$ cat src/rtl/dld_pkg.sv
package dld_pkg;
    // Measurement state of the edge separation meter
    typedef enum logic {
        MS_IDLE = 1'b0,
        MS_WAIT = 1'b1
    } meter_state_e;

    // Number of tolerance codes (3-bit field)
    localparam int unsigned TOL_CODES = 8;
endpackage

$ cat src/rtl/dld_edge_meter.sv
// Edge separation meter.
// Measures the tick distance between a reference pulse and a feedback pulse,
// starting from whichever arrives first. Assumes both inputs are single-cycle
// pulses in the clk domain. Produces one registered result per pair, or a
// saturated result when the partner pulse is missing for SAT_TICKS ticks.
module dld_edge_meter
    import dld_pkg::*;
#(
    parameter int unsigned SAT_TICKS = 64,
    parameter int unsigned SEP_W     = 7
) (
    input  logic             clk,
    input  logic             rst_n,
    input  logic             ref_pulse,
    input  logic             fb_pulse,
    output logic             meas_valid,
    output logic [SEP_W-1:0] meas_sep
);
    localparam logic [SEP_W-1:0] SAT_V = SEP_W'(SAT_TICKS);

    meter_state_e     state_q;
    logic             from_ref_q;
    logic [SEP_W-1:0] cnt_q;
    logic             partner;

    // Select the pulse that closes the current measurement
    always_comb begin
        partner = from_ref_q ? fb_pulse : ref_pulse;
    end

    // Track the open measurement and emit its result
    always_ff @(posedge clk) begin
        if (!rst_n) begin
            state_q    <= MS_IDLE;
            from_ref_q <= 1'b0;
            cnt_q      <= '0;
            meas_valid <= 1'b0;
            meas_sep   <= '0;
        end else begin
            meas_valid <= 1'b0;
            case (state_q)
                MS_IDLE: begin
                    if (ref_pulse && fb_pulse) begin
                        meas_valid <= 1'b1;
                        meas_sep   <= '0;
                    end else if (ref_pulse || fb_pulse) begin
                        state_q    <= MS_WAIT;
                        from_ref_q <= ref_pulse;
                        cnt_q      <= SEP_W'(1);
                    end
                end
                MS_WAIT: begin
                    if (partner) begin
                        meas_valid <= 1'b1;
                        meas_sep   <= cnt_q;
                        state_q    <= MS_IDLE;
                    end else if (cnt_q == SAT_V) begin
                        meas_valid <= 1'b1;
                        meas_sep   <= SAT_V;
                        state_q    <= MS_IDLE;
                    end else begin
                        cnt_q <= cnt_q + SEP_W'(1);
                    end
                end
                default: state_q <= MS_IDLE;
            endcase
        end
    end
endmodule

$ cat src/rtl/dld_window_judge.sv
// Tolerance window judge.
// Maps the tolerance code to a window in ticks (reserved codes use the
// widest window), adds the delay allowance to the measured separation and
// flags a pass when the sum fits inside the window. Purely combinational.
module dld_window_judge
    import dld_pkg::*;
#(
    parameter int unsigned SEP_W     = 7,
    parameter int unsigned DLY_STEP  = 1,
    parameter int unsigned TOL0      = 1,
    parameter int unsigned TOL1      = 2,
    parameter int unsigned TOL2      = 3,
    parameter int unsigned TOL3      = 6,
    parameter int unsigned TOL4      = 10,
    parameter int unsigned TOL5      = 18
) (
    input  logic [SEP_W-1:0] meas_sep,
    input  logic [2:0]       tol_code,
    input  logic [1:0]       dly_code,
    output logic             fits
);
    localparam int unsigned SUM_W = SEP_W + 3;

    logic [SUM_W-1:0] win_lut [TOL_CODES];
    logic [SUM_W-1:0] allow;
    logic [SUM_W-1:0] total;

    // Build the window table; codes beyond 5 share the widest window
    for (genvar c = 0; c < TOL_CODES; c++) begin : g_win
        if (c == 0) begin : g_c0
            assign win_lut[c] = SUM_W'(TOL0);
        end else if (c == 1) begin : g_c1
            assign win_lut[c] = SUM_W'(TOL1);
        end else if (c == 2) begin : g_c2
            assign win_lut[c] = SUM_W'(TOL2);
        end else if (c == 3) begin : g_c3
            assign win_lut[c] = SUM_W'(TOL3);
        end else if (c == 4) begin : g_c4
            assign win_lut[c] = SUM_W'(TOL4);
        end else begin : g_cw
            assign win_lut[c] = SUM_W'(TOL5);
        end
    end

    // Add the allowance and compare against the selected window
    always_comb begin
        allow = SUM_W'(dly_code) * SUM_W'(DLY_STEP);
        total = SUM_W'(meas_sep) + allow;
        fits  = (total <= win_lut[tol_code]);
    end
endmodule

$ cat src/rtl/dld_lock_filter.sv
// Lock hysteresis filter.
// Counts consecutive passing comparisons and accumulated errors. A completed
// pass run sets the lock flag and clears the error count; an error that
// pushes the count above the maximum clears the flag. Assumes at most one
// comparison result per cycle.
module dld_lock_filter #(
    parameter int unsigned PASS_W = 8,
    parameter int unsigned ERR_W  = 5
) (
    input  logic              clk,
    input  logic              rst_n,
    input  logic              cmp_valid,
    input  logic              cmp_pass,
    input  logic [PASS_W-1:0] pass_thr,
    input  logic [ERR_W-1:0]  err_max,
    output logic              lock
);
    logic [PASS_W-1:0] run_q;
    logic [ERR_W:0]    err_q;
    logic [PASS_W:0]   run_next;
    logic [ERR_W:0]    err_next;
    logic              run_done;
    logic              err_over;

    // Next counter values and threshold decisions
    always_comb begin
        run_next = {1'b0, run_q} + (PASS_W+1)'(1);
        run_done = (run_next >= {1'b0, pass_thr});
        err_next = (&err_q) ? err_q : err_q + (ERR_W+1)'(1);
        err_over = (err_next > {1'b0, err_max});
    end

    // Update counters and lock flag on each comparison
    always_ff @(posedge clk) begin
        if (!rst_n) begin
            run_q <= '0;
            err_q <= '0;
            lock  <= 1'b0;
        end else if (cmp_valid) begin
            if (cmp_pass) begin
                if (run_done) begin
                    lock  <= 1'b1;
                    run_q <= '0;
                    err_q <= '0;
                end else begin
                    run_q <= run_next[PASS_W-1:0];
                end
            end else begin
                run_q <= '0;
                err_q <= err_next;
                if (err_over) begin
                    lock <= 1'b0;
                end
            end
        end
    end
endmodule

$ cat src/rtl/dld_lock_detector.sv
// Digital PLL lock detector, top level.
// Chains the edge separation meter, the tolerance window judge and the lock
// hysteresis filter, and gates the lock flag with the external charge-pump
// good input. Assumes SAT_TICKS exceeds the widest window plus the largest
// allowance, so a missing edge always judges as an error.
module dld_lock_detector
    import dld_pkg::*;
#(
    parameter int unsigned SAT_TICKS = 64,
    parameter int unsigned DLY_STEP  = 1,
    parameter int unsigned TOL_TICKS_0 = 1,
    parameter int unsigned TOL_TICKS_1 = 2,
    parameter int unsigned TOL_TICKS_2 = 3,
    parameter int unsigned TOL_TICKS_3 = 6,
    parameter int unsigned TOL_TICKS_4 = 10,
    parameter int unsigned TOL_TICKS_5 = 18,
    parameter int unsigned PASS_W    = 8,
    parameter int unsigned ERR_W     = 5,
    localparam int unsigned SEP_W    = $clog2(SAT_TICKS + 1)
) (
    input  logic              clk,
    input  logic              rst_n,
    input  logic              ref_pulse,
    input  logic              fb_pulse,
    input  logic [2:0]        tol_code,
    input  logic [1:0]        dly_code,
    input  logic [PASS_W-1:0] pass_thr,
    input  logic [ERR_W-1:0]  err_max,
    input  logic              cpm_good,
    output logic              cmp_valid,
    output logic              cmp_pass,
    output logic [SEP_W-1:0]  cmp_sep,
    output logic              dld_lock,
    output logic              lock_out
);
    logic fits;

    dld_edge_meter #(
        .SAT_TICKS(SAT_TICKS),
        .SEP_W    (SEP_W)
    ) meter_i (
        .clk       (clk),
        .rst_n     (rst_n),
        .ref_pulse (ref_pulse),
        .fb_pulse  (fb_pulse),
        .meas_valid(cmp_valid),
        .meas_sep  (cmp_sep)
    );

    dld_window_judge #(
        .SEP_W   (SEP_W),
        .DLY_STEP(DLY_STEP),
        .TOL0    (TOL_TICKS_0),
        .TOL1    (TOL_TICKS_1),
        .TOL2    (TOL_TICKS_2),
        .TOL3    (TOL_TICKS_3),
        .TOL4    (TOL_TICKS_4),
        .TOL5    (TOL_TICKS_5)
    ) judge_i (
        .meas_sep(cmp_sep),
        .tol_code(tol_code),
        .dly_code(dly_code),
        .fits    (fits)
    );

    assign cmp_pass = fits;

    dld_lock_filter #(
        .PASS_W(PASS_W),
        .ERR_W (ERR_W)
    ) filter_i (
        .clk      (clk),
        .rst_n    (rst_n),
        .cmp_valid(cmp_valid),
        .cmp_pass (fits),
        .pass_thr (pass_thr),
        .err_max  (err_max),
        .lock     (dld_lock)
    );

    // Qualify the digital flag with the charge-pump monitor
    always_comb begin
        lock_out = dld_lock & cpm_good;
    end
endmodule

$ cat config.mk
export PLATFORM = sky130hd
export DESIGN_NAME = dld_lock_detector
export DESIGN_NICKNAME = d
export VERILOG_FILES = /design/src/rtl/dld_pkg.sv /design/src/rtl/dld_edge_meter.sv /design/src/rtl/dld_window_judge.sv /design/src/rtl/dld_lock_filter.sv /design/src/rtl/dld_lock_detector.sv
export SDC_FILE = /design/constraint.sdc
export NUM_CORES = 1
export LEC_CHECK = 0
export ABC_AREA = 0
export CAP_MARGIN = 20
export CORE_ASPECT_RATIO = 1.25
export CORE_MARGIN = 5
export CORE_UTILIZATION = 49
export CTS_BUF_LIST = sky130_fd_sc_hd__clkbuf_16
export DETAILED_ROUTE_END_ITERATION = 7
export GPL_ROUTABILITY_DRIVEN = 1
export PLACE_DENSITY_LB_ADDON = 0.25
export SLEW_MARGIN = 20
export SYNTH_ARGS = -nofsm -noshare
export SYNTH_HDL_FRONTEND = slang
export SYNTH_HIERARCHICAL = 1
export SYNTH_SLANG_ARGS = --single-unit
$ cat constraint.sdc
create_clock -name clk -period 3.5 [get_ports clk]
set_input_delay 0.7 -clock clk [delete_from_list [all_inputs] [get_ports clk]]
set_output_delay 0.7 -clock clk [all_outputs]
set_load 0.03 [all_outputs]
==> run summary <==
====================================================================================================
Insertion delay of the later-clocked pin in the worst-skew pair                               280 ps
Share of post-route cells with drive strength above 1                                          0.135
Global Route Usage Sum                                                                         0.166
Mapped Nets                                                                                      329
Std-Cell Core Area                                                                        4460 sq um
Setup Crit Path Kind                                                                          in2out
Worst setup EP type                                                                      output port
Finished Layout Cells                                                                            377
Min-delay src                                                                           filter_i/run_q[1]
Routed WL per cell                                                                           12.5 um
CP max stage cell                                                                       sky130_fd_sc_hd__fa_2
Count of flip-flops with a built-in enable after synthesis                                         0
Levels on crit path                                                                               12
TritonCTS Sinks                                                                                   32
Final cycle utilization of the critical path                                                   0.970
Type of origin of the critical path                                                        input pin
Largest vdd supply drop                                                                     0.281 mV
Number of diodes added for antenna fixing                                                          0
Sequential cell area fraction in the yosys report                                              0.279
Cell leakage power                                                                           1.25 nW
Final setup vio count                                                                              0
Hold Path Stages                                                                                   2
Clock tree from TritonCTS                                                                       done
Overall die area                                                                          6150 sq um
Detailed-route DRC error count                                                                     0
Initial antenna violation count                                                                    0
Combined area of all synthesized cells                                                    2290 sq um
Total detailed-routing wirelength                                                            4720 um
Ys flop type                                                                            sky130_fd_sc_hd__dfxtp_1
Largest area contributor in the synthesized netlist                                     sky130_fd_sc_hd__dfxtp_1
GRT Residual Overflow                                                                              0
Final Wtd Congestion                                                                           0.811
Max-cap viol count                                                                                 0
Post-route ant nets                                                                                0
Yosys warnings                                                                                     6
Least-Margin Pin Slew                                                                         651 ps
Clock-pin slew reported for the worst setup and hold paths after clock tree synthesis          50 ps
Count of unique library cells instantiated by Yosys                                               51
Top cells by area, synth                                                                sky130_fd_sc_hd__dfxtp_1, sky130_fd_sc_hd__ha_1, sky130_fd_sc_hd__nand3_1
Crit path buf inv count                                                                            5
Total power divided by cell area                                                         372 nW/um^2
Via count of the first global-routing pass                                                     1,922
Number of fillers in the final layout                                                            389
Placement Rows                                                                                    27
Share of synthesized flip-flops with an asynchronous set or reset                                  0
First-pass DRT Iterations                                                                          4
R2R Path Start                                                                          meter_i/meas_sep[0]
Maximum frequency from static timing analysis                                                295 MHz
Layout Area Growth over Synthesis                                                              27.1%
Logic depth of the worst register-to-register path                                                15
Result of the run                                                                          completed
RSZ-0062 raised after global routing                                                              no
Root Driver                                                                             sky130_fd_sc_hd__clkbuf_16
Worst max-slew margin expressed relative to the limit                                          0.563
Post-route core utilization                                                                    0.653
Depth of the CTS H-tree                                                                            2
Detailed-placement wirelength estimate                                                       3580 um
Ratio of routed vias to standard cells                                                          5.39
Crit path arrival time                                                                       2690 ps
Vertical die dimension                                                                       86.5 um
Delay-heaviest family, CP                                                                adder cells
Initial Utilization                                                                            0.514
IO Pins                                                                                           34
Crit path setup slack, layout                                                                 106 ps
Worst Hold Class                                                                             reg2reg
CP startpoint                                                                            dly_code[0]
Final Net Count                                                                                  368
Worst stage delay on the critical path                                                        510 ps
Number of hold violations in the final report                                                      0
Number of DRC markers after the initial detailed-route iteration                                 123
Horizontal die dimension                                                                     71.2 um
Required time of the critical path                                                           2800 ps
DP Cell Count                                                                                    367
Synthesized area divided by synthesized cell count                                        8.22 sq um
Pin count of the biggest net entering global routing                                              19
Maximum root-to-sink buffer count                                                                  2
Cell chain of the critical path                                                         dlygate4sd2_1 > ha_2 > inv_1 > fa_2 > inv_1 > ha_4 > nor2b_1 > o211ai_1 > a21oi_2 > a21oi_4 > buf_6 > buf_6
Number of instances in the synthesized netlist                                                   279
Buffers added on ports                                                                            33
Count of vias placed by the detailed router                                                    2,033
Post-placement setup slack                                                                   -324 ps
Global-route wire length before repair                                                       8350 um
Top cell type's share of synthesized area                                                      0.279
Synthesized flop and latch total                                                                  32
Worst-case clock skew                                                                        9.94 ps
Maximum fanout along the worst path                                                                2
Total clock buffers created by CTS                                                                 5
Minimum clock period after layout                                                            3390 ps
Final max-slew violation count                                                                     0
====================================================================================================
area by class of cell:
type                            instances  area [sq um]  share of cell area
Timing Repair Buffer                   43           408               0.140
Multi-Input combinational cell        211          1540               0.527
Sequential cell                        32           641               0.220
Tap cell                               58          72.6              0.0249
Clock inverter                          3          38.8              0.0133
Clock buffer                            5           125              0.0429
Inverter                               25          93.8              0.0322
sequential cells by signal (all words and copies together) (netlist names):
name / cells
filter_i/err_q: 6
filter_i/lock: 1
filter_i/run_q: 8
meter_i/cnt_q: 7
meter_i/from_ref_q: 1
meter_i/meas_sep: 7
meter_i/meas_valid: 1
meter_i/state_q: 1
per-layer routing:
layer / track usage / vias up / part of all wire
li1: - / 1068 / -
met1: 0.199 / 920 / 0.45
met2: 0.281 / 41 / 0.50
met3: 0.0383 / 4 / 0.044
met4: 0.0718 / 0 / 0.012
met5: 0 / - / 0
Yosys cell counts (all sizes together) (6+ instances only):
cell type	number
a21oi	15
a22o	6
a31oi	6
buf	6
dfxtp	32
ha	26
inv	25
mux2i	9
nand2	29
nand3	28
nor2	15
nor3	6
o21ai	7
or3	6
xnor2	7
cell families (layout without fill, tap and decap cells):
logic type,after synthesis,after routing,share of synthesized area
compound gates,50,50,0.157
fa+ha+maj,27,27,0.151
buf+inv,36,76,0.0704
flops,32,32,0.279
simple gates,113,113,0.255
xor+xnor,11,11,0.0420
mux,10,10,0.0459
where the power goes:
part	internal, mW	total, mW	switching (mW)
clock network	0.331	0.480	0.149
logic	0.0990	0.206	0.107
registers	0.378	0.398	0.0194
total	0.808	1.08	0.275
worst min-delay path, cell delays in order (launching register included):
cell and delay (ps):
sky130_fd_sc_hd__dfxtp_1 320, sky130_fd_sc_hd__nand2_1 70, sky130_fd_sc_hd__a21boi_1 50
path summary, 6_finish.rpt:
check	endpoint	slack [ps]
worst max-delay path	cmp_pass	110
worst min-delay path	filter_i/run_q[1]	490
worst max register to register	filter_i/err_q[5]	490
worst min register to register	filter_i/run_q[1]	490
metrics by stage:
stage                     instance area [sq um]  total power [mW]  hold slack, ps  TNS, ps
after floorplan                            2300             0.531             461        0
after global placement                     2700             0.600             477    -2730
after detailed placement                   2700             0.604             488    -4310
after CTS                                  2880              1.10             496        0
after global routing                       2910              1.14             518        0
final                                      2910              1.08             494        0
layout by cell type, fill, tap and decap left out, drive strengths merged, types with 3 or more instances in the layout:
| cell type | count |
|---|---|
| a21boi | 4 |
| a21oi | 15 |
| a22o | 6 |
| a31oi | 6 |
| and2 | 4 |
| and3 | 3 |
| buf | 11 |
| clkbuf | 5 |
| clkdlybuf4s50 | 30 |
| dfxtp | 32 |
| ha | 26 |
| inv | 26 |
| mux2i | 9 |
| nand2 | 29 |
| nand2b | 3 |
| nand3 | 28 |
| nand4 | 4 |
| nor2 | 15 |
| nor2b | 4 |
| nor3 | 6 |
| o211ai | 4 |
| o21ai | 7 |
| or2 | 3 |
| or3 | 6 |
| xnor2 | 7 |
| xor2 | 4 |
timing repair:
item	4_1_cts	5_1_grt
hold buffers	0	0
gates resized for setup	6	5
pin swaps	4	6
gates cloned	0	0
buffers inserted	1	1
endpoints found under the setup margin	4	3
Note: power is estimated with default switching activity, not from simulation.
